--- src/rtl/adc_seq_pkg.sv ---
package adc_seq_pkg;
  typedef enum logic [2:0] {
    ST_RESET    = 3'd0,
    ST_STARTUP  = 3'd1,
    ST_CONVERT  = 3'd2,
    ST_SLEEP    = 3'd3,
    ST_SHUTDOWN = 3'd4
  } seq_state_e;
endpackage

--- src/rtl/adc_seq_settle.sv ---
module adc_seq_settle #(
  parameter int SETTLE_CYCLES = 32
) (
  input  logic clk_i,
  input  logic rst_ni,
  input  logic load_i,
  input  logic run_i,
  output logic done_o
);
  localparam int CNT_W = (SETTLE_CYCLES > 2) ? $clog2(SETTLE_CYCLES) : 1;
  localparam logic [CNT_W-1:0] LOAD_VAL = CNT_W'(SETTLE_CYCLES - 1);

  logic [CNT_W-1:0] cnt_q;

  always_ff @(posedge clk_i or negedge rst_ni) begin
    if (!rst_ni)                     cnt_q <= '0;
    else if (load_i)                 cnt_q <= LOAD_VAL;
    else if (run_i && cnt_q != '0)   cnt_q <= cnt_q - CNT_W'(1);
  end

  assign done_o = (cnt_q == '0);
endmodule

--- src/rtl/adc_seq_fsm.sv ---
module adc_seq_fsm
  import adc_seq_pkg::*;
(
  input  seq_state_e state_q_i,
  input  logic       cs_ni,
  input  logic       supply_ok_i,
  input  logic       cont_mode_i,
  input  logic       conv_done_i,
  input  logic       settle_done_i,
  output seq_state_e state_d_o,
  output logic       launch_o,
  output logic       rearm_o,
  output logic       accept_o
);
  always_comb begin
    state_d_o = state_q_i;
    launch_o  = 1'b0;
    rearm_o   = 1'b0;
    accept_o  = 1'b0;
    if (!supply_ok_i) begin
      state_d_o = ST_RESET;
    end else begin
      unique case (state_q_i)
        ST_RESET:    state_d_o = cs_ni ? ST_SHUTDOWN : ST_STARTUP;
        ST_STARTUP: begin
          if (cs_ni) state_d_o = ST_SHUTDOWN;
          else if (settle_done_i) begin
            state_d_o = ST_CONVERT;
            launch_o  = 1'b1;
          end
        end
        ST_CONVERT: begin
          // chip select wins over a coincident done pulse
          if (cs_ni) state_d_o = ST_SHUTDOWN;
          else if (conv_done_i) begin
            accept_o = 1'b1;
            if (cont_mode_i) rearm_o   = 1'b1;
            else             state_d_o = ST_SLEEP;
          end
        end
        ST_SLEEP:    if (cs_ni)  state_d_o = ST_SHUTDOWN;
        ST_SHUTDOWN: if (!cs_ni) state_d_o = ST_STARTUP;
        default:     state_d_o = ST_RESET;
      endcase
    end
  end
endmodule

--- src/rtl/adc_seq_ready.sv ---
module adc_seq_ready (
  input  logic clk_i,
  input  logic rst_ni,
  input  logic clear_i,
  input  logic set_i,
  output logic ready_o
);
  always_ff @(posedge clk_i or negedge rst_ni) begin
    if (!rst_ni)      ready_o <= 1'b0;
    else if (clear_i) ready_o <= 1'b0;
    else if (set_i)   ready_o <= 1'b1;
  end
endmodule

--- src/rtl/adc_seq_ctrl.sv ---
module adc_seq_ctrl
  import adc_seq_pkg::*;
#(
  parameter int SETTLE_CYCLES = 32
) (
  input  logic       clk_i,
  input  logic       rst_ni,
  input  logic       cs_ni,
  input  logic       supply_ok_i,
  input  logic       cont_mode_i,
  input  logic       conv_done_i,
  output logic [2:0] state_o,
  output logic       analog_en_o,
  output logic       conv_start_o,
  output logic       data_ready_o
);
  seq_state_e state_q, state_d;
  logic launch, rearm, accept, settle_done, start_q;

  adc_seq_settle #(.SETTLE_CYCLES(SETTLE_CYCLES)) u_settle (
    .clk_i  (clk_i),
    .rst_ni (rst_ni),
    .load_i ((state_d == ST_STARTUP) && (state_q != ST_STARTUP)),
    .run_i  (state_q == ST_STARTUP),
    .done_o (settle_done)
  );

  adc_seq_fsm u_fsm (
    .state_q_i     (state_q),
    .cs_ni         (cs_ni),
    .supply_ok_i   (supply_ok_i),
    .cont_mode_i   (cont_mode_i),
    .conv_done_i   (conv_done_i),
    .settle_done_i (settle_done),
    .state_d_o     (state_d),
    .launch_o      (launch),
    .rearm_o       (rearm),
    .accept_o      (accept)
  );

  adc_seq_ready u_ready (
    .clk_i   (clk_i),
    .rst_ni  (rst_ni),
    .clear_i ((state_d == ST_RESET) || (state_d == ST_SHUTDOWN) || launch),
    .set_i   (accept),
    .ready_o (data_ready_o)
  );

  always_ff @(posedge clk_i or negedge rst_ni) begin
    if (!rst_ni) begin
      state_q <= ST_RESET;
      start_q <= 1'b0;
    end else begin
      state_q <= state_d;
      start_q <= launch | rearm;
    end
  end

  assign state_o      = state_q;
  assign conv_start_o = start_q;
  assign analog_en_o  = (state_q == ST_STARTUP) || (state_q == ST_CONVERT) ||
                        (state_q == ST_SLEEP);
endmodule

--- config.mk ---
export PLATFORM = sky130hd
export DESIGN_NAME = adc_seq_ctrl
export DESIGN_NICKNAME = d
export VERILOG_FILES = /design/src/rtl/adc_seq_pkg.sv /design/src/rtl/adc_seq_settle.sv /design/src/rtl/adc_seq_fsm.sv /design/src/rtl/adc_seq_ready.sv /design/src/rtl/adc_seq_ctrl.sv
export SDC_FILE = /design/constraint.sdc
export NUM_CORES = 1
export LEC_CHECK = 0
export BUFFER_PORTS_ARGS = -buffer_cell sky130_fd_sc_hd__buf_2
export CAP_MARGIN = 10
export CORE_UTILIZATION = 30
export CTS_CLUSTER_DIAMETER = 80
export DETAILED_ROUTE_END_ITERATION = 8
export PLACE_DENSITY = 0.59
export SETUP_SLACK_MARGIN = 0.02
export SLEW_MARGIN = 25
export SYNTH_ARGS = -nofsm -noshare
export SYNTH_HDL_FRONTEND = slang
export SYNTH_SLANG_ARGS = --single-unit
--- constraint.sdc ---
create_clock -name clk_i -period 4.5 [get_ports clk_i]
set_input_delay 0.9 -clock clk_i [delete_from_list [all_inputs] [get_ports clk_i]]
set_output_delay 0.9 -clock clk_i [all_outputs]
set_load 0.02 [all_outputs]
== Yosys cells after proc, flatten, opt, wreduce, memory -nomap -nowiden ==
Index checks and enable logic that the tools add are counted.

* Divide/modulo/power cells: 0
* Equal/unequal tests: 7
* Multiply operators: 0
* Muxes and demuxes: 27
* Shifts and indexed selects: 0
* $add $sub $neg: 1
* Reduce and logical (&&, ||, !) cells: 12
* Magnitude comparators: 0
* Bitwise gates (word level): 1

{| class="wikitable"
|+ Operator list
! kind !! number
|-
| $mux 3 || 9
|-
| $mux 1 || 15
|-
| $pmux 3 s5 || 1
|-
| $mux 5 || 2
|-
| $eq 3x1->1 const B || 2
|-
| $eq 3x2->1 const B || 2
|-
| $eq 3x3->1 const B || 2
|-
| $logic_not 3->1 || 2
|-
| $logic_not 5->1 || 1
|-
| $reduce_bool 5->1 || 1
|-
| $sub 5x1->5 const B || 1
|-
| $logic_or 1x1->1 || 4
|-
| $reduce_bool 2->1 || 2
|-
| $ne 3x1->1 const B || 1
|-
| $logic_and 1x1->1 || 2
|-
| $or 1x1->1 || 1
|}

* Logic and storage cells: 52
* Output and inout port bits: 6
* Bits in writable memories: 0
* Memory bits (read-only): 0
* Memories: 0
* Register bits after elaboration: 10
* Bits of input ports: 6
* Latch bits: 0

== Depth between registers and ports, before layout ==
Gate-level depths: netlist of run 1.

* Word-level depth: 9
* Depth in mapped cells: 5
* Gate-level depth less buffers: 5

== Hierarchy ==
A second synthesis of run 1 with hierarchy kept.

* Cells, all modules: 51
* Area total of the unflattened synthesis: 550.5 µm²

{| class="wikitable"
|+ Modules (own cells, without submodules)
! module !! area an instance (µm²) !! seq. area each (µm²) !! instances !! cells each
|-
| adc_seq_settle || 270.3 || 125.1 || 1 || 24
|-
| adc_seq_ctrl || 148.9 || 100.1 || 1 || 10
|-
| adc_seq_fsm || 96.3 || 0.0 || 1 || 15
|-
| adc_seq_ready || 35.0 || 25.0 || 1 || 2
|}

== Least setup slack after synthesis of run 1 ==
OpenSTA, ideal clock, no wires.

* Path type: register to output
* Start point: register state_q[1], in the netlist state_o[1]
* End point: output analog_en_o
* Required time: 3.600 ns
* Path buffers: 1
* Cell stages (with the launch flop): 4
* Arrival time: 1.027 ns
* Slack: 2.573 ns
* Cell sequence: dfrtp_1 buf_2 nor2_1 nor2_1

* Cells in the longest elaborated chain, start to end: 3
* Elaborated cells on any way between the ends: 5
* Classes of those cells: eq/ne (3); reduce/logical (2)

{| class="wikitable"
|+ Ends and longest elaborated chain
! what !! RTL line !! text
|-
| from (decl) || adc_seq_ctrl.sv:17 || <nowiki>seq_state_e state_q, state_d;</nowiki>
|-
| from (signal assigned) || adc_seq_ctrl.sv:54 || <nowiki>state_q <= state_d;</nowiki>
|-
| $eq 3x1->1 / $eq 3x2->1 (equally long branches) || adc_seq_ctrl.sv:61 || <nowiki>assign analog_en_o = (state_q == ST_STARTUP) || (state_q == ST_CONVERT) ||</nowiki>
|-
| $logic_or 1x1->1 || adc_seq_ctrl.sv:61 ||
|-
| $logic_or 1x1->1 (*) || adc_seq_ctrl.sv:61 ||
|-
| to (decl) || adc_seq_ctrl.sv:13 || <nowiki>output logic analog_en_o,</nowiki>
|}

Every way passes the cells marked *; elsewhere a longest branch is shown, timed or not.

== Worst setup path in the final report of run 1 ==
* Start point: register state_q[0], in the netlist state_o[0]
* End point: output analog_en_o

Same word-level chain as after synthesis.

==> flow_metrics.py, run 1 <==
metrics = {
    "worst_setup_path": {
        "startpoint": "state_o[0]",
        "reg2reg_from": "u_settle.cnt_q[0]",
        "start_kind": "flop",
        "arrival_ns": 1.23,
        "end_kind": "primary output",
        "path_class": "flop to primary output",
        "slowest_delay_ns": 0.58,
        "crit_path_max_fanout": 11,
        "path_cells": "nor2_1, nor2_1, buf_2",
        "cp_data_required_time_ns": 3.60,
        "cp_top_family": "flip-flops",
        "crit_slowest_cell": "dfrtp_1",
        "cp_common_cell": "nor2_1",
        "critical_path_buf_inv_count": 1,
    },
    "synthesis": {
        "yosysWarnings": 0,
        "yosysTopAreaCell": "dfrtp_1",
        "synth_top_area_frac": 0.4124,
        "yosys.area_share.adder": 0.04124,
        "synthMuxAreaShare": 0.01649,
        "synth_area_sq_um": 606.8,
        "yosys.area_share.simple": 0.3113,
        "synthesis.nets": 66,
        "synth_top_family_by_area": "simple AND/OR/NAND/NOR gates",
        "ys_seq_elements": 10,
        "ys_types": 30,
        "synth_compound_gate_area_share": 0.1711,
        "synthTopCellsByArea": "dfrtp_1, nand4bb_4, ha_1",
        "synthTopCellsByCount": "dfrtp_1, o21ai_0",
        "postSynthAreaPerCell_sq_um": 10.46,
        "synth_edf_count": 0,
        "yosysSeqAreaShare": 0.4124,
        "synth_flop_cell": "dfrtp_1",
        "synth-xor-area-share": 0,
        "post-synth-top-count-cell": "dfrtp_1",
        "synth_cells": 58,
        "synthArstFlopShare": 1.000,
    },
    "die": {
        "rows": 15,
        "die_w_um": 46.98,
        "die_area_sq_mm": 0.002207,
        "ios": 12,
        "fp.dieH_um": 46.98,
        "start_util": 0.3368,
        "core_area_sq_mm": 0.001802,
    },
    "timing": {
        "setup-violations-final": 0,
        "hold_ws_ns": 0.4872,
        "tightest_slew_ns": 0.6140,
        "worst_clock_skew_ns": 0.001071,
        "fin_tns_setup_ns": 0,
        "maxSlewHeadroom": 0.5896,
        "finalCritPeriodShare": 0.4738,
        "maxSlewViolCount": 0,
        "hold_viol_final": 0,
        "fin_ws_ns": 2.368,
        "rsz0062_at_grt": "false",
        "period_needed_ns": 2.132,
        "fmax_ghz": 0.4690,
    },
    "pwr": {
        "switchingPower_uw": 56.85,
        "power_frac_seq": 0.530,
        "sw_frac_of_total": 0.2879,
        "peakVddDrop_mv": 0.1248,
        "pwr-share-comb": 0.150,
        "p_per_area_mw_per_mm2": 282.8,
        "p_leak_nw": 0.2816,
        "cellInternalPower_uw": 140.6,
        "p_clk_frac": 0.319,
        "p_total_uw": 197.4,
    },
    "clock_tree": {
        "numCtsBuffers": 3,
        "clkLatencyLatePin_ns": 0.26,
        "cts_tree": "done",
        "clockBufferDepth": 2,
        "path_clk_slew_ns": 0.07,
        "postCtsSetupRepairBufs": 0,
        "htree_levels": 1,
        "cts_root_buf": "clkbuf_4",
        "ctsHoldBuffers": 0,
        "postCtsResizedCells": 0,
        "cts.sinks": 10,
    },
    "status": {
        "status": "finished clean",
    },
    "routing": {
        "drt_wl_total_um": 1194,
        "dr.pass1.iters": 4,
        "wire_per_inst_um": 12.70,
        "routed_via_density": 5.160,
        "drt_iter0_drc": 4,
        "drc": 0,
        "postRouteAntennaNets": 0,
        "vias": 485,
    },
    "placement": {
        "numPortBuffers": 11,
        "gp_congestion": 0.7186,
        "pre_cts_ws_ns": 2.667,
        "hpwl_um": 864.1,
    },
    "global_routing": {
        "grt_pass1_vias": 459,
        "antenna_found_initial": 0,
        "grt_overflow": 0,
        "grtUsageTotal": 0.1363,
        "grt_max_degree": 13,
        "grt_pass1_wl_um": 2028,
    },
    "layout": {
        "final_util": 0.3875,
        "ff_latch_area_sq_um": 250.2,
        "drive_gt1_frac": 0.2754,
        "fillers": 191,
        "syn2layout_area_growth_pct": 15.05,
        "multiInputGateArea_sq_um": 327.8,
        "diodes": 0,
        "fin_nets": 79,
    },
    "min_path": {
        "hp-class": "primary input to async pin",
    },
    "job": {
        "cap_viol_max_count": 0,
    },
}
[cell families (layout without fill, tap and decap cells)]
family	Yosys count	count (layout)
simple gates	24	24
compound gates	15	15
flops	10	10
buf+inv	6	17
fa+ha+maj	2	2
mux	1	1
[power by group through the flow]
stage	registers, mW	logic, mW	clock network (mW)
final	0.105	0.0297	0.0631
after global routing	0.106	0.0346	0.0675
after CTS	0.105	0.0303	0.0647
after detailed placement	0.106	0.0301	0
after global placement	0.106	0.0294	0
after floorplan	0.103	0.0227	0
[per-layer routing]
metal  part of all wire  vias to the layer above  routed length, um  track usage
li1                   -                      243                  -            -
met1               0.51                      233                611       0.1929
met2               0.44                        7                531       0.1889
met3              0.036                        2                 43      0.03846
met4             0.0067                        0                  8      0.06857
met5                  0                        -                  0            0
[cell usage in the layout (no fill, tap or decap)]
cell type / Yosys / routed
buf_2: 2 / 11
dfrtp_1: 10 / 10
o21ai_0: 5 / 5
inv_1: 3 / 3
nand2b_1: 3 / 3
nor3_1: 3 / 3
nor2_1: 3 / 3
or3_1: 3 / 3
clkbuf_4: 0 / 3
a221oi_1: 2 / 2
o31ai_1: 2 / 2
nor2b_1: 2 / 2
ha_1: 2 / 2
nor4b_2: 1 / 1
a21oi_1: 1 / 1
a21o_1: 1 / 1
or4b_4: 1 / 1
o21bai_1: 1 / 1
and3_1: 1 / 1
nand4b_1: 1 / 1
nor3b_2: 1 / 1
nand4bb_4: 1 / 1
o311ai_1: 1 / 1
nor4b_1: 1 / 1
or3b_4: 1 / 1
mux2i_1: 1 / 1
a211o_1: 1 / 1
o311ai_0: 1 / 1
nand3_1: 1 / 1
nand2_1: 1 / 1
[metrics by stage]
stage,instance area [sq um],cells
6_report,698.2,94
5_1_grt,698.2,94
4_1_cts,698.2,94
3_5_place_dp,675.6,91
3_3_place_gp,675.6,91
2_1_floorplan,606.8,58
[worst paths after layout]
check / end / slack (ns) / cells after the start
max: analog_en_o / 2.37 / 3
min: u_settle.cnt_q[1] / 0.49 / 1
max reg2reg: u_settle.cnt_q[2] / 2.82 / 5
min reg2reg: u_settle.cnt_q[4] / 0.56 / 1
max in group asynchronous: state_o[0] / 3.82 / 1
min in group clk_i: u_settle.cnt_q[4] / 0.56 / 1
[area by class of cell]
type,instances,area share
timing repair buffer,11,0.07885
tap,25,0.04480
multi-input combinational,42,0.4695
sequential,10,0.3584
inverter,3,0.01613
clock buffer,3,0.03226
[state kept, by name, indices dropped and copies added (netlist names)]
name             flops
state_o              3
conv_start_o         1
u_ready.ready_o      1
u_settle.cnt_q       5
(Power assumes the default switching activity.)
==> inputs of run 2 (changes only) <==
--- a/config.mk
+++ b/config.mk
@@ -10,7 +10,7 @@
 export CORE_UTILIZATION = 30
 export CTS_CLUSTER_DIAMETER = 80
 export DETAILED_ROUTE_END_ITERATION = 8
-export PLACE_DENSITY = 0.59
+export PLACE_DENSITY = 0.6
 export SETUP_SLACK_MARGIN = 0.02
 export SLEW_MARGIN = 25
 export SYNTH_ARGS = -nofsm -noshare
==> constraint.sdc (replaced) <==
create_clock -name clk_i -period 1.78 [get_ports clk_i]
set_input_delay 0.356 -clock clk_i [delete_from_list [all_inputs] [get_ports clk_i]]
set_output_delay 0.356 -clock clk_i [all_outputs]
set_load 0.02 [all_outputs]
==> run 2 against run 1 <==
  * Global-route usage is 0.31 points higher
  * Via count grew 3.9%
  * Critical path depth up 1
  * Sequential share of layout area shrank 2.1 points
  * Largest power group unchanged
==> flow_metrics.py, run 2 (same netlist as run 1, synthesis figures left out) <==
metrics = {
    "worst_setup_path": {
        "start_kind": "flop",
        "path_class": "flop to primary output",
        "cp_data_required_time_ns": 1.42,
        "crit_path_max_fanout": 7,
        "end_kind": "primary output",
        "arrival_ns": 1.28,
    },
    "routing": {
        "vias": 504,
        "drc": 0,
        "drt_wl_total_um": 1188,
        "drt_iter0_drc": 10,
        "routed_via_density": 5.091,
        "wire_per_inst_um": 12.00,
        "postRouteAntennaNets": 0,
        "dr.pass1.iters": 4,
    },
    "layout": {
        "final_area_sq_um": 745.7,
        "diodes": 0,
        "largest_register_ffs": 5,
        "drive_gt1_frac": 0.3243,
        "final_cell_mix": "buf_2, dfrtp_1, o21ai_0",
        "fin_nets": 83,
        "top_register": "u_settle.cnt_q",
        "syn2layout_area_growth_pct": 22.89,
        "final_common_cell": "buf_2",
    },
    "timing": {
        "fin_tns_setup_ns": 0,
        "hold_viol_final": 0,
        "fmax_ghz": 0.6101,
        "period_needed_ns": 1.639,
        "finalCritPeriodShare": 0.9208,
        "maxSlewViolCount": 0,
        "rsz0062_at_grt": "false",
        "maxSlewHeadroom": 0.6158,
        "fin_ws_ns": 0.1411,
        "worst_clock_skew_ns": 0.003760,
        "tightest_slew_ns": 0.5684,
        "setup-violations-final": 0,
    },
    "placement": {
        "placed_area_sq_um": 698.2,
        "pre_cts_ws_ns": 0.2229,
        "hpwl_um": 919.1,
        "gp_congestion": 0.7842,
        "numPortBuffers": 11,
    },
    "job": {
        "cap_viol_max_count": 0,
    },
    "die": {
        "ios": 12,
        "rows": 15,
        "core_area_sq_mm": 0.001802,
        "die_w_um": 46.98,
        "fp.dieH_um": 46.98,
        "die_area_sq_mm": 0.002207,
        "start_util": 0.3368,
    },
    "pwr": {
        "peakVddDrop_mv": 0.3365,
        "p_leak_nw": 0.3077,
        "p_per_area_mw_per_mm2": 736.2,
    },
    "clock_tree": {
        "path_clk_slew_ns": 0.06,
        "clkLatencyLatePin_ns": 0.27,
        "cts_tree": "done",
        "numCtsBuffers": 3,
        "clockBufferDepth": 2,
        "cts.sinks": 10,
        "cts_root_buf": "clkbuf_4",
        "htree_levels": 1,
    },
    "min_path": {
        "hp-class": "primary input to flop",
    },
    "global_routing": {
        "grt_pass1_vias": 475,
        "grt_max_degree": 11,
        "grtUsageTotal": 0.1394,
        "grt_overflow": 0,
        "grt_pass1_wl_um": 2104,
        "antenna_found_initial": 0,
    },
    "status": {
        "status": "finished clean",
    },
}
## run 2: changes by cell type in the layout (fill, tap and decap cells not counted)
cell,before,now
dlygate4sd3_1,0,1
dfrtp_1,10,9
clkbuf_8,0,1
buf_4,0,3
dfrtp_2,0,1
## run 2: cell type report
type,count,area [sq um]
tap,25,31.28
timing repair buffer,15,87.58
fill,188,1056
clock buffer,4,36.28
multi-input combinational,42,327.8
inverter,3,11.26
sequential,10,251.5
## run 2: per-stage QoR
step           power, mW  utilization  hold WS [ns]  instances
5_1_grt           0.5834       0.4139        0.3480         99
2_1_floorplan     0.3188            -       0.06041         58
4_1_cts           0.5578       0.4132        0.3441         99
3_5_place_dp      0.3479       0.3875        0.2332         94
3_3_place_gp      0.3450       0.3875        0.2323         94
6_report          0.5490       0.4139        0.3493         99
## run 2: timing repair
action,4_1_cts,5_1_grt
gates resized for setup,0,1
endpoints found under the setup margin,0,1
buffers inserted,0,0
hold buffers,1,0
endpoints found under the hold margin,10,0
## run 2: path summary, 6_finish.rpt
path | slack, ns | cells after the start | end | startpoint
min in group asynchronous | 0.49 | 2 | u_ready.ready_o | rst_ni
worst min register to register | 0.57 | 2 | u_settle.cnt_q[0] | u_settle.cnt_q[0]
worst min-delay path | 0.35 | 2 | state_o[2] | cs_ni
max in group asynchronous | 1.08 | 2 | state_o[0] | rst_ni
worst max-delay path | 0.14 | 4 | analog_en_o | state_o[1]
worst max register to register | 0.20 | 5 | conv_start_o | u_settle.cnt_q[1]
## run 2: power breakdown
part | switching, mW | total (mW) | internal, mW
logic | 0.0427 | 0.0809 | 0.0383
clock network | 0.0802 | 0.204 | 0.124
registers | 0.0210 | 0.264 | 0.243
total | 0.144 | 0.549 | 0.405
## run 2: layer usage
layer,vias up,wire [um],track usage
met5,-,0,0
met4,0,0,0.03429
met3,0,47,0.06923
met2,11,584,0.2111
met1,244,557,0.1776
li1,249,-,-
## run 2: critical path, stage by stage, from the launching register on
cell and delay, ns:
dfrtp_1 0.44, buf_4 0.18, nor2_1 0.17, nor2_1 0.06, buf_2 0.16
==> inputs of run 3 (changes only) <==
--- a/config.mk
+++ b/config.mk
@@ -11,6 +11,7 @@
 export CTS_CLUSTER_DIAMETER = 80
 export DETAILED_ROUTE_END_ITERATION = 8
 export PLACE_DENSITY = 0.6
+export RECOVER_POWER = 50
 export SETUP_SLACK_MARGIN = 0.02
 export SLEW_MARGIN = 25
 export SYNTH_ARGS = -nofsm -noshare
==> run 3 against run 2 <==
  * Routed wire length hardly changed
  * Via count did not move
  * Final cell count unchanged
  * Flip-flop and latch count unchanged
  * Critical path depth is the same
  * Setup slack did not move
  * Power barely moved
  * Sequential power hardly changed
  * Sequential share of layout area increased by 0.17 points
  * Highest routed layer unchanged
  * Cell area down 0.50%
==> flow_metrics.py, run 3 (same netlist as run 1, synthesis figures left out) <==
metrics = {
    "routing": {
        "routed_via_density": 5.091,
        "vias": 504,
        "dr.pass1.iters": 4,
        "drt_wl_total_um": 1187,
        "drt_iter0_drc": 10,
        "wire_per_inst_um": 11.99,
        "drc": 0,
        "postRouteAntennaNets": 0,
    },
    "layout": {
        "top_register": "u_settle.cnt_q",
        "final_area_sq_um": 742.0,
        "fillers": 190,
        "syn2layout_area_growth_pct": 22.27,
        "final_cell_mix": "dfrtp_1, buf_2, o21ai_0",
        "drive_gt1_frac": 0.2838,
        "fin_nets": 83,
        "final_util": 0.4118,
        "largest_register_ffs": 5,
        "diodes": 0,
        "final_common_cell": "dfrtp_1",
    },
    "worst_setup_path": {
        "path_class": "flop to primary output",
        "crit_path_max_fanout": 7,
        "start_kind": "flop",
        "arrival_ns": 1.28,
        "end_kind": "primary output",
        "cp_data_required_time_ns": 1.42,
        "r2r_slack_ns": 0.20,
    },
    "global_routing": {
        "grtUsageTotal": 0.1394,
        "grt_max_degree": 11,
        "grt_pass1_wl_um": 2104,
        "grt_pass1_vias": 475,
        "antenna_found_initial": 0,
        "grt_overflow": 0,
    },
    "timing": {
        "maxSlewHeadroom": 0.6158,
        "rsz0062_at_grt": "false",
        "hold_viol_final": 0,
        "period_needed_ns": 1.639,
        "fin_tns_setup_ns": 0,
        "maxSlewViolCount": 0,
        "setup-violations-final": 0,
        "fmax_ghz": 0.6101,
        "worst_clock_skew_ns": 0.003760,
        "tightest_slew_ns": 0.5684,
        "finalCritPeriodShare": 0.9208,
    },
    "die": {
        "ios": 12,
        "die_area_sq_mm": 0.002207,
        "core_area_sq_mm": 0.001802,
        "start_util": 0.3368,
        "rows": 15,
        "die_w_um": 46.98,
        "fp.dieH_um": 46.98,
    },
    "clock_tree": {
        "postCtsSetupRepairBufs": 0,
        "cts_root_buf": "clkbuf_4",
        "numCtsBuffers": 3,
        "path_clk_slew_ns": 0.06,
        "clkLatencyLatePin_ns": 0.27,
        "clockBufferDepth": 2,
        "htree_levels": 1,
        "cts.sinks": 10,
        "cts_tree": "done",
    },
    "status": {
        "status": "finished clean",
    },
    "pwr": {
        "peakVddDrop_mv": 0.3365,
        "p_leak_nw": 0.2961,
        "switchingPower_uw": 143.9,
        "p_total_uw": 548.7,
        "p_per_area_mw_per_mm2": 739.5,
        "cellInternalPower_uw": 404.8,
        "p_clk_frac": 0.373,
        "power_frac_seq": 0.481,
        "sw_frac_of_total": 0.2623,
        "pwr-share-comb": 0.147,
    },
    "job": {
        "cap_viol_max_count": 0,
    },
    "placement": {
        "numPortBuffers": 11,
        "hpwl_um": 919.1,
        "placed_area_sq_um": 698.2,
        "gp_congestion": 0.7842,
    },
    "min_path": {
        "hp-class": "primary input to flop",
    },
}
==> run 3: critical path, cell delays in order, from the launching register on <==
cell and delay [ns]:
dfrtp_1 0.44, buf_4 0.18, nor2_1 0.17, nor2_1 0.06, buf_2 0.16
==> run 3: power by group through the flow <==
stage          Combinational (mW)  Sequential [mW]  Clock [mW]
2_1_floorplan              0.0575            0.261           0
3_3_place_gp               0.0789            0.266           0
3_5_place_dp               0.0807            0.267           0
4_1_cts                    0.0822            0.263       0.212
5_1_grt                    0.0916            0.268       0.224
6_report                   0.0806            0.264       0.204
==> run 3: worst paths after layout <==
| kind | start | to | depth (start not counted) |
|---|---|---|---|
| min reg2reg | u_settle.cnt_q[0] | u_settle.cnt_q[0] | 2 |
| min in group asynchronous | rst_ni | u_ready.ready_o | 2 |
| max in group asynchronous | rst_ni | state_o[0] | 2 |
| min | cs_ni | state_o[2] | 2 |
| max reg2reg | u_settle.cnt_q[1] | conv_start_o | 5 |
| max | state_o[1] | analog_en_o | 4 |
==> run 3: metal layers <==
layer / routed length (um) / track usage / share of wire
met5: 0 / 0 / 0
met1: 554 / 0.1776 / 0.47
met3: 48 / 0.06923 / 0.040
met4: 0 / 0.03429 / 0
met2: 584 / 0.2111 / 0.49
==> run 3: through the flow <==
stage | instances | setup WS, ns | hold WS, ns
final | 99 | 0.1411 | 0.3493
after global placement | 94 | 0.2529 | 0.2323
after detailed placement | 94 | 0.2229 | 0.2332
after global routing | 99 | 0.02093 | 0.3480
after CTS | 99 | 0.1042 | 0.3441
after floorplan | 58 | 0.2642 | 0.06041
==> run 3: cell type report <==
cell class | instances | area [sq um] | share of cell area
clock buffers | 4 | 36.28 | 0.04890
inverters | 3 | 11.26 | 0.01518
multi-input cells | 42 | 327.8 | 0.4418
flip-flops and latches | 10 | 251.5 | 0.3390
well taps | 25 | 31.28 | 0.04216
repair buffers | 15 | 83.83 | 0.1130
==> run 3: what timing repair did <==
item	in CTS	in global routing
resized for setup	0	1
endpoints found under the setup margin	0	1
hold endpoints to repair	10	0
hold buffers	1	0
